<file path="config.mk">
export PLATFORM = sky130hd
export DESIGN_NAME = uart_rx_fifo_status
export DESIGN_NICKNAME = d
export VERILOG_FILES = /design/src/rtl/rxq_pkg.sv /design/src/rtl/rxq_ctrl.sv /design/src/rtl/rxq_mem.sv /design/src/rtl/rxq_head.sv /design/src/rtl/rxq_line_flags.sv /design/src/rtl/uart_rx_fifo_status.sv
export SDC_FILE = /design/constraint.sdc
export NUM_CORES = 1
export LEC_CHECK = 0
export ABC_AREA = 1
export CAP_MARGIN = 5
export CELL_PAD_IN_SITES_DETAIL_PLACEMENT = 0
export CELL_PAD_IN_SITES_GLOBAL_PLACEMENT = 1
export CORE_MARGIN = 4
export CORE_UTILIZATION = 48
export CTS_CLUSTER_DIAMETER = 200
export CTS_CLUSTER_SIZE = 30
export DETAILED_ROUTE_END_ITERATION = 16
export HOLD_SLACK_MARGIN = 0.05
export PLACE_DENSITY = 0.83
export SLEW_MARGIN = 20
export SYNTH_ARGS = -nofsm -noshare
export SYNTH_HDL_FRONTEND = slang
export SYNTH_SLANG_ARGS = --single-unit
</file>
<file path="constraint.sdc">
create_clock -name clk_i -period 2.12 [get_ports clk_i]
set_input_delay 0.212 -clock clk_i [delete_from_list [all_inputs] [get_ports clk_i]]
set_output_delay 0.212 -clock clk_i [all_outputs]
set_load 0.01 [all_outputs]
</file>
<file path="src/rtl/rxq_pkg.sv">
package rxq_pkg;
  parameter int unsigned RXQ_DATA_W = 8;

  typedef struct packed {
    logic                  perr;
    logic [RXQ_DATA_W-1:0] data;
  } rxq_entry_t;
endpackage

</file>
<file path="src/rtl/rxq_ctrl.sv">
module rxq_ctrl #(
  parameter  int unsigned DEPTH = 32,
  localparam int unsigned PTR_W = (DEPTH > 1) ? $clog2(DEPTH) : 1,
  localparam int unsigned CNT_W = $clog2(DEPTH + 1)
) (
  input  logic             clk_i,
  input  logic             rst_ni,
  input  logic             push_req_i,
  input  logic             pop_req_i,
  output logic             wr_en_o,
  output logic             pop_en_o,
  output logic             drop_o,
  output logic [PTR_W-1:0] wr_ptr_o,
  output logic [PTR_W-1:0] rd_ptr_o,
  output logic             empty_o,
  output logic             full_o
);
  logic [PTR_W-1:0] wr_ptr_q, rd_ptr_q;
  logic [CNT_W-1:0] cnt_q;

  function automatic logic [PTR_W-1:0] ptr_inc(input logic [PTR_W-1:0] p);
    return (p == PTR_W'(DEPTH - 1)) ? '0 : p + PTR_W'(1);
  endfunction

  assign empty_o  = (cnt_q == '0);
  assign full_o   = (cnt_q == CNT_W'(DEPTH));
  assign pop_en_o = pop_req_i & ~empty_o;
  // a pop on the same edge frees the slot for the incoming character
  assign wr_en_o  = push_req_i & (~full_o | pop_en_o);
  assign drop_o   = push_req_i & full_o & ~pop_en_o;
  assign wr_ptr_o = wr_ptr_q;
  assign rd_ptr_o = rd_ptr_q;

  always_ff @(posedge clk_i or negedge rst_ni) begin
    if (!rst_ni) begin
      wr_ptr_q <= '0;
      rd_ptr_q <= '0;
      cnt_q    <= '0;
    end else begin
      if (wr_en_o)  wr_ptr_q <= ptr_inc(wr_ptr_q);
      if (pop_en_o) rd_ptr_q <= ptr_inc(rd_ptr_q);
      case ({wr_en_o, pop_en_o})
        2'b10:   cnt_q <= cnt_q + CNT_W'(1);
        2'b01:   cnt_q <= cnt_q - CNT_W'(1);
        default: cnt_q <= cnt_q;
      endcase
    end
  end

  p_no_overflow_r1: assert property (@(posedge clk_i) disable iff (!rst_ni)
    cnt_q <= CNT_W'(DEPTH));

  p_drop_keeps_r5: assert property (@(posedge clk_i) disable iff (!rst_ni)
    drop_o |=> full_o && $stable(wr_ptr_q) && $stable(rd_ptr_q));

  p_empty_pop_r7: assert property (@(posedge clk_i) disable iff (!rst_ni)
    (empty_o && pop_req_i && !push_req_i) |=> empty_o && $stable(rd_ptr_q));

  p_full_both_r8: assert property (@(posedge clk_i) disable iff (!rst_ni)
    (full_o && push_req_i && pop_req_i) |=> full_o);
endmodule

</file>
<file path="src/rtl/rxq_mem.sv">
module rxq_mem
  import rxq_pkg::*;
#(
  parameter  int unsigned DEPTH = 32,
  localparam int unsigned PTR_W = (DEPTH > 1) ? $clog2(DEPTH) : 1
) (
  input  logic             clk_i,
  input  logic             rst_ni,
  input  logic             wr_en_i,
  input  logic [PTR_W-1:0] wr_ptr_i,
  input  rxq_entry_t       wr_entry_i,
  input  logic [PTR_W-1:0] rd_ptr_i,
  output rxq_entry_t       rd_entry_o
);
  rxq_entry_t slot_q [DEPTH];

  for (genvar i = 0; i < DEPTH; i++) begin : g_slot
    always_ff @(posedge clk_i or negedge rst_ni) begin
      if (!rst_ni)                                      slot_q[i] <= '0;
      else if (wr_en_i && (wr_ptr_i == PTR_W'(i)))      slot_q[i] <= wr_entry_i;
    end
  end

  assign rd_entry_o = slot_q[rd_ptr_i];
endmodule

</file>
<file path="src/rtl/rxq_head.sv">
module rxq_head
  import rxq_pkg::*;
(
  input  logic                  clk_i,
  input  logic                  rst_ni,
  input  logic                  empty_i,
  input  logic                  pop_en_i,
  input  rxq_entry_t            rd_entry_i,
  output logic [RXQ_DATA_W-1:0] head_data_o,
  output logic                  parity_err_o,
  output logic                  data_ready_o
);
  logic [RXQ_DATA_W-1:0] last_q;

  always_ff @(posedge clk_i or negedge rst_ni) begin
    if (!rst_ni)       last_q <= '0;
    else if (pop_en_i) last_q <= rd_entry_i.data;
  end

  assign head_data_o  = empty_i ? last_q : rd_entry_i.data;
  assign parity_err_o = ~empty_i & rd_entry_i.perr;
  assign data_ready_o = ~empty_i;

  p_hold_last_r7: assert property (@(posedge clk_i) disable iff (!rst_ni)
    (empty_i && $past(empty_i)) |-> $stable(head_data_o));

  p_pop_exposes_r3: assert property (@(posedge clk_i) disable iff (!rst_ni)
    pop_en_i |=> (last_q == $past(rd_entry_i.data)));
endmodule

</file>
<file path="src/rtl/rxq_line_flags.sv">
module rxq_line_flags (
  input  logic clk_i,
  input  logic rst_ni,
  input  logic drop_i,
  input  logic lsr_read_i,
  output logic overrun_o
);
  logic ovr_q;

  // a new drop wins over a clearing status read on the same edge
  always_ff @(posedge clk_i or negedge rst_ni) begin
    if (!rst_ni)         ovr_q <= 1'b0;
    else if (drop_i)     ovr_q <= 1'b1;
    else if (lsr_read_i) ovr_q <= 1'b0;
  end

  assign overrun_o = ovr_q;

  p_ovr_set_r6: assert property (@(posedge clk_i) disable iff (!rst_ni)
    drop_i |=> overrun_o);

  p_ovr_clear_r6: assert property (@(posedge clk_i) disable iff (!rst_ni)
    (lsr_read_i && !drop_i) |=> !overrun_o);

  p_ovr_sticky_r6: assert property (@(posedge clk_i) disable iff (!rst_ni)
    (overrun_o && !lsr_read_i) |=> overrun_o);
endmodule

</file>
<file path="src/rtl/uart_rx_fifo_status.sv">
module uart_rx_fifo_status
  import rxq_pkg::*;
#(
  parameter  int unsigned DEPTH = 32,
  localparam int unsigned PTR_W = (DEPTH > 1) ? $clog2(DEPTH) : 1
) (
  input  logic                  clk_i,
  input  logic                  rst_ni,
  input  logic                  char_valid_i,
  input  logic [RXQ_DATA_W-1:0] char_data_i,
  input  logic                  char_perr_i,
  input  logic                  rhr_read_i,
  input  logic                  lsr_read_i,
  output logic [RXQ_DATA_W-1:0] head_data_o,
  output logic                  data_ready_o,
  output logic                  overrun_o,
  output logic                  parity_err_o
);
  logic             wr_en, pop_en, drop, empty, full;
  logic [PTR_W-1:0] wr_ptr, rd_ptr;
  rxq_entry_t       wr_entry, rd_entry;

  assign wr_entry.data = char_data_i;
  assign wr_entry.perr = char_perr_i;

  rxq_ctrl #(.DEPTH(DEPTH)) i_ctrl (
    .clk_i, .rst_ni,
    .push_req_i (char_valid_i),
    .pop_req_i  (rhr_read_i),
    .wr_en_o    (wr_en),
    .pop_en_o   (pop_en),
    .drop_o     (drop),
    .wr_ptr_o   (wr_ptr),
    .rd_ptr_o   (rd_ptr),
    .empty_o    (empty),
    .full_o     (full)
  );

  rxq_mem #(.DEPTH(DEPTH)) i_mem (
    .clk_i, .rst_ni,
    .wr_en_i    (wr_en),
    .wr_ptr_i   (wr_ptr),
    .wr_entry_i (wr_entry),
    .rd_ptr_i   (rd_ptr),
    .rd_entry_o (rd_entry)
  );

  rxq_head i_head (
    .clk_i, .rst_ni,
    .empty_i      (empty),
    .pop_en_i     (pop_en),
    .rd_entry_i   (rd_entry),
    .head_data_o  (head_data_o),
    .parity_err_o (parity_err_o),
    .data_ready_o (data_ready_o)
  );

  rxq_line_flags i_flags (
    .clk_i, .rst_ni,
    .drop_i     (drop),
    .lsr_read_i (lsr_read_i),
    .overrun_o  (overrun_o)
  );

  p_full_drop_r1: assert property (@(posedge clk_i) disable iff (!rst_ni)
    (char_valid_i && full && !rhr_read_i) |-> !wr_en);

  p_ready_r2: assert property (@(posedge clk_i) disable iff (!rst_ni)
    (char_valid_i && !full) |=> data_ready_o);

  p_perr_empty_r4: assert property (@(posedge clk_i) disable iff (!rst_ni)
    !data_ready_o |-> !parity_err_o);
endmodule

</file>
==> summary.txt, run 1 <==
Synth area leaders -> dfrtp_1 53%, o21ai_0 13%, nand2_1 9.1%
CTS buffer count -> 14
Layout cell share with drive strength beyond 1 -> 0.1994
Sequential fraction of the synthesis area -> 0.5308
Placed cell areas -> 15,700 µm²
Commonest cells in the netlist -> 382 x o21ai_0, 357 x nand2_1, 313 x dfrtp_1, 193 x nor2_1, 66 x clkbuf_1
DRT iter0 DRCs -> 1,021
CTS tree -> done
Fillers -> 2,633
Nets -> 1,806
Core area -> 29,950 µm²
Synth-to-Final Area Change -> 19.38%
Count leader, synth -> o21ai_0
R2R Path Start -> i_ctrl.rd_ptr_o[0]
# IOs -> 25
Fin util -> 0.5881
HP Class -> primary input to async pin
Max capacitance violation total -> 0
Mapped Cells -> 1,720
Die height -> 183.3 µm
Total number of yosys warnings -> 0
Vias in the first global route -> 12,120
Failing checks -> negative setup slack
Antenna-violating nets left -> 0
Synthesized Nets -> 1,743
Netlist cell types -> 39
Min setup slack post-route -> -0.5937 ns
DR vias/cell -> 5.846
Clk root buf -> clkbuf_16
Syn avg cell area -> 8.579 µm²
Port-buffer cells -> 24
Die W -> 183.3 µm
Clk_lat worst skew -> 0.53 ns
Worst-margin pin slew -> 0.4792 ns
Crit path cell chain -> buf_12 > bufbuf_16 > nor2_2 > o22ai_2 > a21oi_2 > nand3_4 > nand3_2 > o21ai_2 > buf_2
All-Layer GR Usage -> 0.2638
Die Area -> 33,610 µm²
First-pass GRT wire length -> 70,500 µm
Via count -> 12,720
Std-Cell Rows -> 63
FF-to-FF path depth -> 17
Post-route DRC -> 0
H-Tree Level Count -> 1
Asr flop ratio synth -> 1.000
RSZ-0062 raised after global routing -> yes
Endpoints failing setup -> 11
Startpoint Class -> flip-flop
Status -> finished with violations
Number of synthesized flops with an enable pin -> 0
End of the critical path -> head_data_o[5]
Reg2reg setup slack -> -0.43 ns
Post-synth top area cell -> dfrtp_1
Fmax -> 0.3685 GHz
Initial Util -> 0.4926
WL per Instance -> 20.60 µm
Deepest clock path buffer count -> 3
Crit path buffers/inverters -> 3
Drt total wl -> 44,810 µm
Sink Count -> 313
Final Max Tran Viols -> 0
WS Path Type -> flip-flop to output port
Ys flop type -> dfrtp_1
Total gr overflow -> 0
Crit-path max FO -> 14
Diodes inserted -> 0
Seq. cell area -> 7839 µm²
Gpl congestion -> 0.8422
Worst path required time -> 1.91 ns
Final Skew -> 0.03858 ns
CP delay by family, top -> buffers and inverters
Fin crit share -> 1.280
Slew headroom -> 0.6805
Nature of the critical path endpoint -> output port
Final instance area -> 17,620 µm²
FF+latch count, synth -> 313
Critical Path AT -> 2.50 ns
Synth Cell Area -> 14,760 µm²
End of the worst register-to-register path -> i_head.last_q[4]
Clk slew on worst S/H paths -> 0.13 ns
Placed Cells -> 2,103
P per Cell Area -> 1609 nW/µm²
Top cell type's share of synthesized area -> 0.5308
Worst path depth -> 9
Fin Hold WS -> 0.2031 ns
Initial antenna violation count -> 0
Worst Setup SP -> i_ctrl.rd_ptr_o[0]
Final Non-Filler Cells -> 2,175
Crit path largest cell delay -> 0.59 ns
Hpwl dp -> 26,480 µm
Final Hold Vio Count -> 0
Total chip power -> 28.35 mW
Multi-input logic area -> 6568 µm²
Tmin final -> 2.714 ns
P_leak -> 7.970 nW
Peak supply drop -> 0.0007375 V
Largest net degree at the start of global routing -> 56
Slowest-stage cell, CP -> dfrtp_4
Detailed-router iteration count before antenna repair -> 6
logic make-up (layout without fill, tap and decap cells):
group                      count (synthesis)  count (layout)  share of synthesized area
and+or+nand+nor                          667             667                     0.1963
AOI/OAI and AO/OA                        551             551                     0.1998
DFF                                      313             313                     0.5308
buffers and inverters                    177             242                    0.06368
adders and majority gates                  9               9                   0.007631
xor gates and xnor gates                   3               3                   0.001781
per-stage QoR:
step / setup TNS [ns] / setup slack, ns
after CTS: -5.099 / -0.5457
after global placement: -3.619 / -0.4271
after detailed placement: -3.652 / -0.4572
after global routing: -5.841 / -0.6189
final: -5.274 / -0.5937
after floorplan: 0 / 0.2736
area by class of cell:
type | instances | area share
Clock buffer | 17 | 0.02173
Clock inverter | 1 | 0.001136
Inverter | 46 | 0.01115
Multi-Input combinational cell | 1230 | 0.3728
Sequential cell | 313 | 0.4450
Tap cell | 390 | 0.02770
Timing Repair Buffer | 178 | 0.1205
layout by cell type (no fill, tap or decap), types with 3 or more instances in the layout:
cell type        synthesis  routed
o221ai_2                 0       5
nand4_2                  8       8
o21ai_1                 64     107
o21ai_2                  8      26
nand3_4                  0       4
o221ai_1                11       6
clkdlybuf4s50_1          0      13
o22ai_1                 41      25
nor2_1                 193     167
nand4_1                  5       5
a21oi_1                 18       5
dfrtp_1                313     310
nor2_2                   1      17
buf_12                   1      20
nand3_1                 65      36
clkbuf_16                0      20
buf_2                   22       4
o211ai_1                25      25
buf_6                   24      18
nor2_4                   1      11
nand3_2                  3      28
clkinv_1                 3       3
buf_4                    9      95
nand4_4                  7       7
nand2_2                 20      27
inv_1                   38      36
buf_16                   0      13
nand2_1                357     350
xor2_1                   3       3
inv_2                    4       4
o22ai_2                  0      16
ha_1                     9       9
a21oi_2                  0      13
buf_8                    0       6
o21ai_0                382     319
how the worst min path moves through the flow:
| stage | from | to | slack, ns | cells past startpoint |
|---|---|---|---|---|
| final | rst_ni | i_mem.slot_q[181] | 0.20 | 2 |
| after global routing | rst_ni | i_mem.slot_q[151] | 0.24 | 2 |
| after CTS | rst_ni | i_mem.slot_q[151] | 0.20 | 2 |
| after detailed placement | rst_ni | i_mem.slot_q[181] | 0.17 | 1 |
| after global placement | rst_ni | i_mem.slot_q[181] | 0.17 | 1 |
| after floorplan | rst_ni | i_ctrl.cnt_q[0] | -0.08 | 0 |
worst register-to-register path, cell delays in order (launching register included):
cell and delay [ns]:
dfrtp_4 0.56, inv_12 0.06, buf_8 0.14, buf_16 0.15, buf_6 0.13, o21ai_2 0.13, o221ai_1 0.13, nand3_1 0.12
nand3_2 0.09, buf_6 0.12, buf_4 0.12, buf_4 0.12, buf_4 0.12, buf_4 0.12, buf_4 0.12, buf_4 0.12
nand3_2 0.06, nand2_1 0.06
per-layer routing:
layer	global-route usage	part of all wire	wire (µm)	vias up
li1	-	-	-	5936
met1	0.3807	0.44	19760	6269
met2	0.4268	0.47	20860	413
met3	0.02697	0.057	2532	97
met4	0.07747	0.037	1660	0
met5	0	0	0	-
registers in the layout, summed over array words and instances (netlist names):
signal / flops
i_mem.slot_q: 288
i_ctrl.wr_ptr_o: 5
i_flags.overrun_o: 1
i_ctrl.cnt_q: 6
i_head.last_q: 8
i_ctrl.rd_ptr_o: 5
report_power, final:
| part | internal [mW] | switching [mW] |
|---|---|---|
| Combinational | 6.74 | 8.40 |
| Clock | 1.32 | 1.95 |
| Sequential | 8.39 | 1.55 |
| Total | 16.5 | 11.9 |
what timing repair did:
item	CTS	global route
pin swaps	61	72
resized for setup	191	105
endpoints found under the setup margin	10	13
hold buffers	1	0
hold endpoints to repair	226	0
buffers inserted	28	11
gates cloned	13	5
Note: power is estimated with default switching activity, not from simulation.
==> run 2, diff against run 1 <==
--- a/config.mk
+++ b/config.mk
@@ -6,13 +6,12 @@
 export NUM_CORES = 1
 export LEC_CHECK = 0
 export ABC_AREA = 1
-export CAP_MARGIN = 5
+export CAP_MARGIN = 10
 export CELL_PAD_IN_SITES_DETAIL_PLACEMENT = 0
 export CELL_PAD_IN_SITES_GLOBAL_PLACEMENT = 1
 export CORE_MARGIN = 4
 export CORE_UTILIZATION = 48
 export CTS_CLUSTER_DIAMETER = 200
-export CTS_CLUSTER_SIZE = 30
 export DETAILED_ROUTE_END_ITERATION = 16
 export HOLD_SLACK_MARGIN = 0.05
 export PLACE_DENSITY = 0.83
@@ -20,3 +19,4 @@
 export SYNTH_ARGS = -nofsm -noshare
 export SYNTH_HDL_FRONTEND = slang
 export SYNTH_SLANG_ARGS = --single-unit
+export TNS_END_PERCENT = 5
==> run 2 against run 1 <==
Against the previous run:
- the run still ends with negative setup slack left
- clock skew fell by 0.025 ns
- die area did not move
- fmax rose by 1.4%
==> summary.txt, run 2 (synthesis gave the netlist of run 1 again) <==
Status -> finished with violations
Failing checks -> negative setup slack
Initial antenna violation count -> 0
Final Max Tran Viols -> 0
Final Non-Filler Cells -> 2,212
Endpoints failing setup -> 11
Core area -> 29,950 µm²
Critical Path AT -> 2.46 ns
Final Hold Vio Count -> 0
Commonest non-fill, non-tap cell in the layout -> nand2_1
Clk root buf -> clkbuf_16
Most frequent cells in the layout -> 352 x nand2_1, 336 x o21ai_0, 310 x dfrtp_1
Peak supply drop -> 0.0007342 V
Multi-input logic area -> 6459 µm²
Clk_lat worst skew -> 0.53 ns
P_leak -> 8.251 nW
# IOs -> 25
RSZ-0062 raised after global routing -> yes
Crit path top cell by count -> nand3_2
Fin util -> 0.6055
Sink Count -> 313
Nature of the critical path endpoint -> output port
All-Layer GR Usage -> 0.2681
Total chip power -> 30.97 mW
Fillers -> 2,591
H-Tree Level Count -> 2
Largest registers -> i_mem.slot_q x288, i_head.last_q x8, i_ctrl.cnt_q x6
Drt total wl -> 44,960 µm
Layout cell share with drive strength beyond 1 -> 0.1965
Placed cell areas -> 15,700 µm²
Gpl congestion -> 0.8422
Slew headroom -> 0.6786
Worst path required time -> 1.91 ns
Antenna-violating nets left -> 0
First-pass GRT wire length -> 71,260 µm
Worst-margin pin slew -> 0.4820 ns
Seq. cell area -> 7839 µm²
Crit path largest cell delay -> 0.53 ns
Max FFs per register -> 288
Reg with most FFs -> i_mem.slot_q
Largest net degree at the start of global routing -> 56
Placed Cells -> 2,103
Crit path cell chain -> buf_6 > buf_12 > buf_8 > o21ai_4 > o22ai_4 > a21oi_2 > nand3_2 > buf_4 > nand3_2 > nand2_2 > buf_2
Deepest clock path buffer count -> 3
Fin crit share -> 1.262
Worst Setup SP -> i_ctrl.rd_ptr_o[0]
Total gr overflow -> 0
Min setup slack post-route -> -0.5554 ns
Diodes inserted -> 0
Post-route DRC -> 0
Final Skew -> 0.01379 ns
HP Class -> primary input to async pin
WS Path Type -> flip-flop to output port
CTS tree -> done
CP delay by family, top -> buffers and inverters
DRT iter0 DRCs -> 1,142
Std-Cell Rows -> 63
Vias in the first global route -> 12,380
Startpoint Class -> flip-flop
CTS buffer count -> 36
Die W -> 183.3 µm
Max capacitance violation total -> 0
Via count -> 12,800
Initial Util -> 0.4926
Final instance area -> 18,140 µm²
Fmax -> 0.3738 GHz
Hpwl dp -> 26,480 µm
DR vias/cell -> 5.785
WL per Instance -> 20.32 µm
Synth-to-Final Area Change -> 22.90%
Crit path buffers/inverters -> 5
Tmin final -> 2.675 ns
Crit-path max FO -> 6
Die Area -> 33,610 µm²
R2R Path Start -> i_ctrl.rd_ptr_o[0]
Slowest-stage cell, CP -> dfrtp_4
Clk slew on worst S/H paths -> 0.06 ns
Port-buffer cells -> 24
Nets -> 1,821
Die height -> 183.3 µm
Detailed-router iteration count before antenna repair -> 6
P per Cell Area -> 1708 nW/µm²
[run 2: what timing repair did]
action	CTS	global route
resized for setup	188	50
pin swaps	69	35
setup buffers	34	4
hold endpoints to repair	192	0
cloned	10	1
hold buffers	1	0
endpoints found under the setup margin	10	15
[run 2: metal layers]
layer / vias to the layer above / part of all wire / track usage
met1: 6229 / 0.43 / 0.3777
met4: 0 / 0.031 / 0.08433
met5: - / 0 / 0
li1: 5985 / - / -
met3: 95 / 0.071 / 0.04423
met2: 487 / 0.46 / 0.4288
[run 2: worst paths after layout]
check | to | slack [ns] | depth (start not counted)
max | head_data_o[1] | -0.56 | 11
min | i_mem.slot_q[181] | 0.21 | 2
max reg2reg | i_head.last_q[4] | -0.51 | 16
min reg2reg | i_head.last_q[1] | 0.47 | 2
max in group asynchronous | i_mem.slot_q[140] | 1.14 | 4
min in group clk_i | i_flags.overrun_o | 0.27 | 2
[run 2: power by group]
part	leakage [nW]	total [mW]	switching [mW]	internal (mW)
Combinational	3.60	14.7	8.21	6.50
Sequential	4.07	9.96	1.53	8.43
Clock	0.586	6.30	2.45	3.84
Total	8.25	31.0	12.2	18.8
[run 2: per-stage QoR]
step | hold slack [ns] | setup TNS (ns) | setup slack (ns)
6_report | 0.2144 | -5.597 | -0.5554
3_3_place_gp | 0.1706 | -3.619 | -0.4271
5_1_grt | 0.2484 | -6.564 | -0.6116
3_5_place_dp | 0.1723 | -3.652 | -0.4572
4_1_cts | 0.2194 | -5.601 | -0.5179
2_1_floorplan | -0.08359 | 0 | 0.2736
[run 2: layout make-up]
type,instances,share of cell area
sequential,313,0.4322
tap,390,0.02691
clock inverter,9,0.007175
clock buffer,53,0.05878
timing repair buffer,171,0.1080
inverter,46,0.01083
multi-input combinational,1230,0.3561
==> run 3, diff against run 2 <==
--- a/config.mk
+++ b/config.mk
@@ -9,10 +9,12 @@
 export CAP_MARGIN = 10
 export CELL_PAD_IN_SITES_DETAIL_PLACEMENT = 0
 export CELL_PAD_IN_SITES_GLOBAL_PLACEMENT = 1
+export CORE_ASPECT_RATIO = 0.6
 export CORE_MARGIN = 4
 export CORE_UTILIZATION = 48
 export CTS_CLUSTER_DIAMETER = 200
 export DETAILED_ROUTE_END_ITERATION = 16
+export GPL_ROUTABILITY_DRIVEN = 0
 export HOLD_SLACK_MARGIN = 0.05
 export PLACE_DENSITY = 0.83
 export SLEW_MARGIN = 20
==> run 3 against run 2 <==
Against the previous run:
- the flow still finishes with violations (negative setup slack)
- fmax shrank 8.2%
- total power grew 0.21%
- non-clock buffer count grew 21
- die area grew 0.28%
==> summary.txt, run 3 (synthesis gave the netlist of run 1 again) <==
H-Tree Level Count -> 1
Fillers -> 2,604
WL per Instance -> 20.45 µm
Via count -> 12,920
All-Layer GR Usage -> 0.2773
Clock network fraction of total power -> 0.190
Endpoints failing setup -> 12
Logic pwr share -> 0.488
P_leak -> 8.294 nW
DRT iter0 DRCs -> 1,292
Std-Cell Rows -> 49
DR vias/cell -> 5.755
Antenna-violating nets left -> 0
Psw -> 12.39 mW
Clk_lat worst skew -> 0.59 ns
Reg with most FFs -> i_mem.slot_q
Deepest clock path buffer count -> 3
Clk root buf -> clkbuf_16
Most frequent cells in the layout -> 354 x nand2_1, 341 x o21ai_0, 311 x dfrtp_1
Startpoint Class -> flip-flop
Sw frac -> 0.3991
# IOs -> 25
Fin crit share -> 1.374
Nature of the critical path endpoint -> output port
First-pass GRT wire length -> 72,840 µm
Die Area -> 33,700 µm²
Peak supply drop -> 0.0008638 V
Critical Path AT -> 2.70 ns
FF-to-FF path depth -> 17
Worst Setup SP -> i_ctrl.rd_ptr_o[0]
Initial Util -> 0.4902
Final Hold Vio Count -> 0
HP Class -> primary input to async pin
Failing checks -> negative setup slack
Drt total wl -> 45,910 µm
Min setup slack post-route -> -0.7935 ns
Total chip power -> 31.04 mW
Final Skew -> 0.02149 ns
Total gr overflow -> 0
Tmin final -> 2.913 ns
Sink Count -> 313
CTS buffer count -> 30
Largest net degree at the start of global routing -> 61
Crit-path max FO -> 7
R2R Path Start -> i_ctrl.rd_ptr_o[0]
Fin util -> 0.6009
Commonest non-fill, non-tap cell in the layout -> nand2_1
Layout cell share with drive strength beyond 1 -> 0.1983
Initial antenna violation count -> 0
Die height -> 143.8 µm
Worst-margin pin slew -> 0.5161 ns
CTS tree -> done
Internal -> 18.65 mW
Slew headroom -> 0.6560
Status -> finished with violations
Largest registers -> i_mem.slot_q x288, i_head.last_q x8, i_ctrl.cnt_q x6
Hpwl dp -> 28,510 µm
Port-buffer cells -> 24
Core area -> 30,100 µm²
Max capacitance violation total -> 0
Synth-to-Final Area Change -> 22.57%
Reg power frac -> 0.322
WS Path Type -> flip-flop to output port
Fmax -> 0.3432 GHz
Max FFs per register -> 288
Final Max Tran Viols -> 0
Detailed-router iteration count before antenna repair -> 5
Die W -> 234.4 µm
Nets -> 1,836
RSZ-0062 raised after global routing -> yes
Worst path required time -> 1.91 ns
P per Cell Area -> 1716 nW/µm²
Clk slew on worst S/H paths -> 0.07 ns
Vias in the first global route -> 12,410
Post-route DRC -> 0
==> run 3: cell types whose count changed in the layout (fill, tap and decap cells not counted), moves of 7 or more <==
cell / delta
buf_6: +13
nor2_4: -7
clkbuf_16: -8
nor2_1: +10
buf_4: +9
==> run 3: metal layers <==
metal / global-route usage / up-vias / routed length, µm / part of all wire
li1: - / 6009 / - / -
met1: 0.4181 / 6397 / 21530 / 0.47
met2: 0.4037 / 427 / 19570 / 0.43
met3: 0.06874 / 87 / 3640 / 0.079
met4: 0.06830 / 0 / 1166 / 0.025
met5: 0 / - / 0 / 0
==> run 3: cell type report <==
class / instances / area (µm²) / area share
inverter: 46 / 192.7 / 0.01065
sequential: 313 / 7838 / 0.4333
antenna: 1 / 2.502 / 0.0001384
multi-input combinational: 1230 / 6367 / 0.3520
clock inverter: 18 / 261.5 / 0.01446
timing repair buffer: 192 / 2098 / 0.1160
clock buffer: 37 / 817.0 / 0.04517
tap: 408 / 510.5 / 0.02822
==> run 3: power by group through the flow <==
stage | combinational (mW) | sequential (mW) | clock [mW]
finish | 15.1 | 9.99 | 5.91
global route | 16.4 | 10.3 | 6.27
CTS | 14.3 | 9.90 | 5.99
detailed placement | 12.2 | 9.87 | 0
global placement | 11.9 | 9.85 | 0
floorplan | 7.21 | 9.42 | 0
==> run 3: worst paths after layout <==
check	end	slack, ns
max	head_data_o[1]	-0.79
min	i_mem.slot_q[206]	0.19
max reg2reg	i_head.last_q[7]	-0.72
min reg2reg	i_head.last_q[7]	0.48
max in group asynchronous	i_mem.slot_q[7]	1.21
min in group clk_i	i_flags.overrun_o	0.20
==> run 3: timing repair <==
item | CTS | global route
cloned | 7 | 0
pin swaps | 44 | 34
endpoints found under the hold margin | 231 | 0
setup buffers | 34 | 3
resized for setup | 154 | 56
hold buffers | 1 | 0
setup endpoints to repair | 10 | 20
==> run 3: metrics by stage <==
stage / instances / setup TNS, ns / hold WS, ns / area [µm²] / setup slack [ns]
after detailed placement: 2147 / -3.633 / 0.1942 / 15990 / -0.4713
after floorplan: 1720 / 0 / -0.08359 / 14760 / 0.2736
after CTS: 2241 / -6.870 / 0.1791 / 17880 / -0.6813
after global placement: 2147 / -3.538 / 0.1896 / 15990 / -0.4589
final: 2245 / -7.772 / 0.1855 / 18090 / -0.7935
after global routing: 2244 / -8.947 / 0.1830 / 18080 / -0.8599
==> run 3: worst max-delay path: stages (launching register included) <==
cell and delay, ns:
dfrtp_4 0.60, clkinv_8 0.14, buf_12 0.16, buf_16 0.13, buf_4 0.13, o21ai_0 0.18
o221ai_1 0.17, nand3_2 0.14, nand3_1 0.12, nand3_1 0.10, nand2_2 0.10, buf_6 0.14
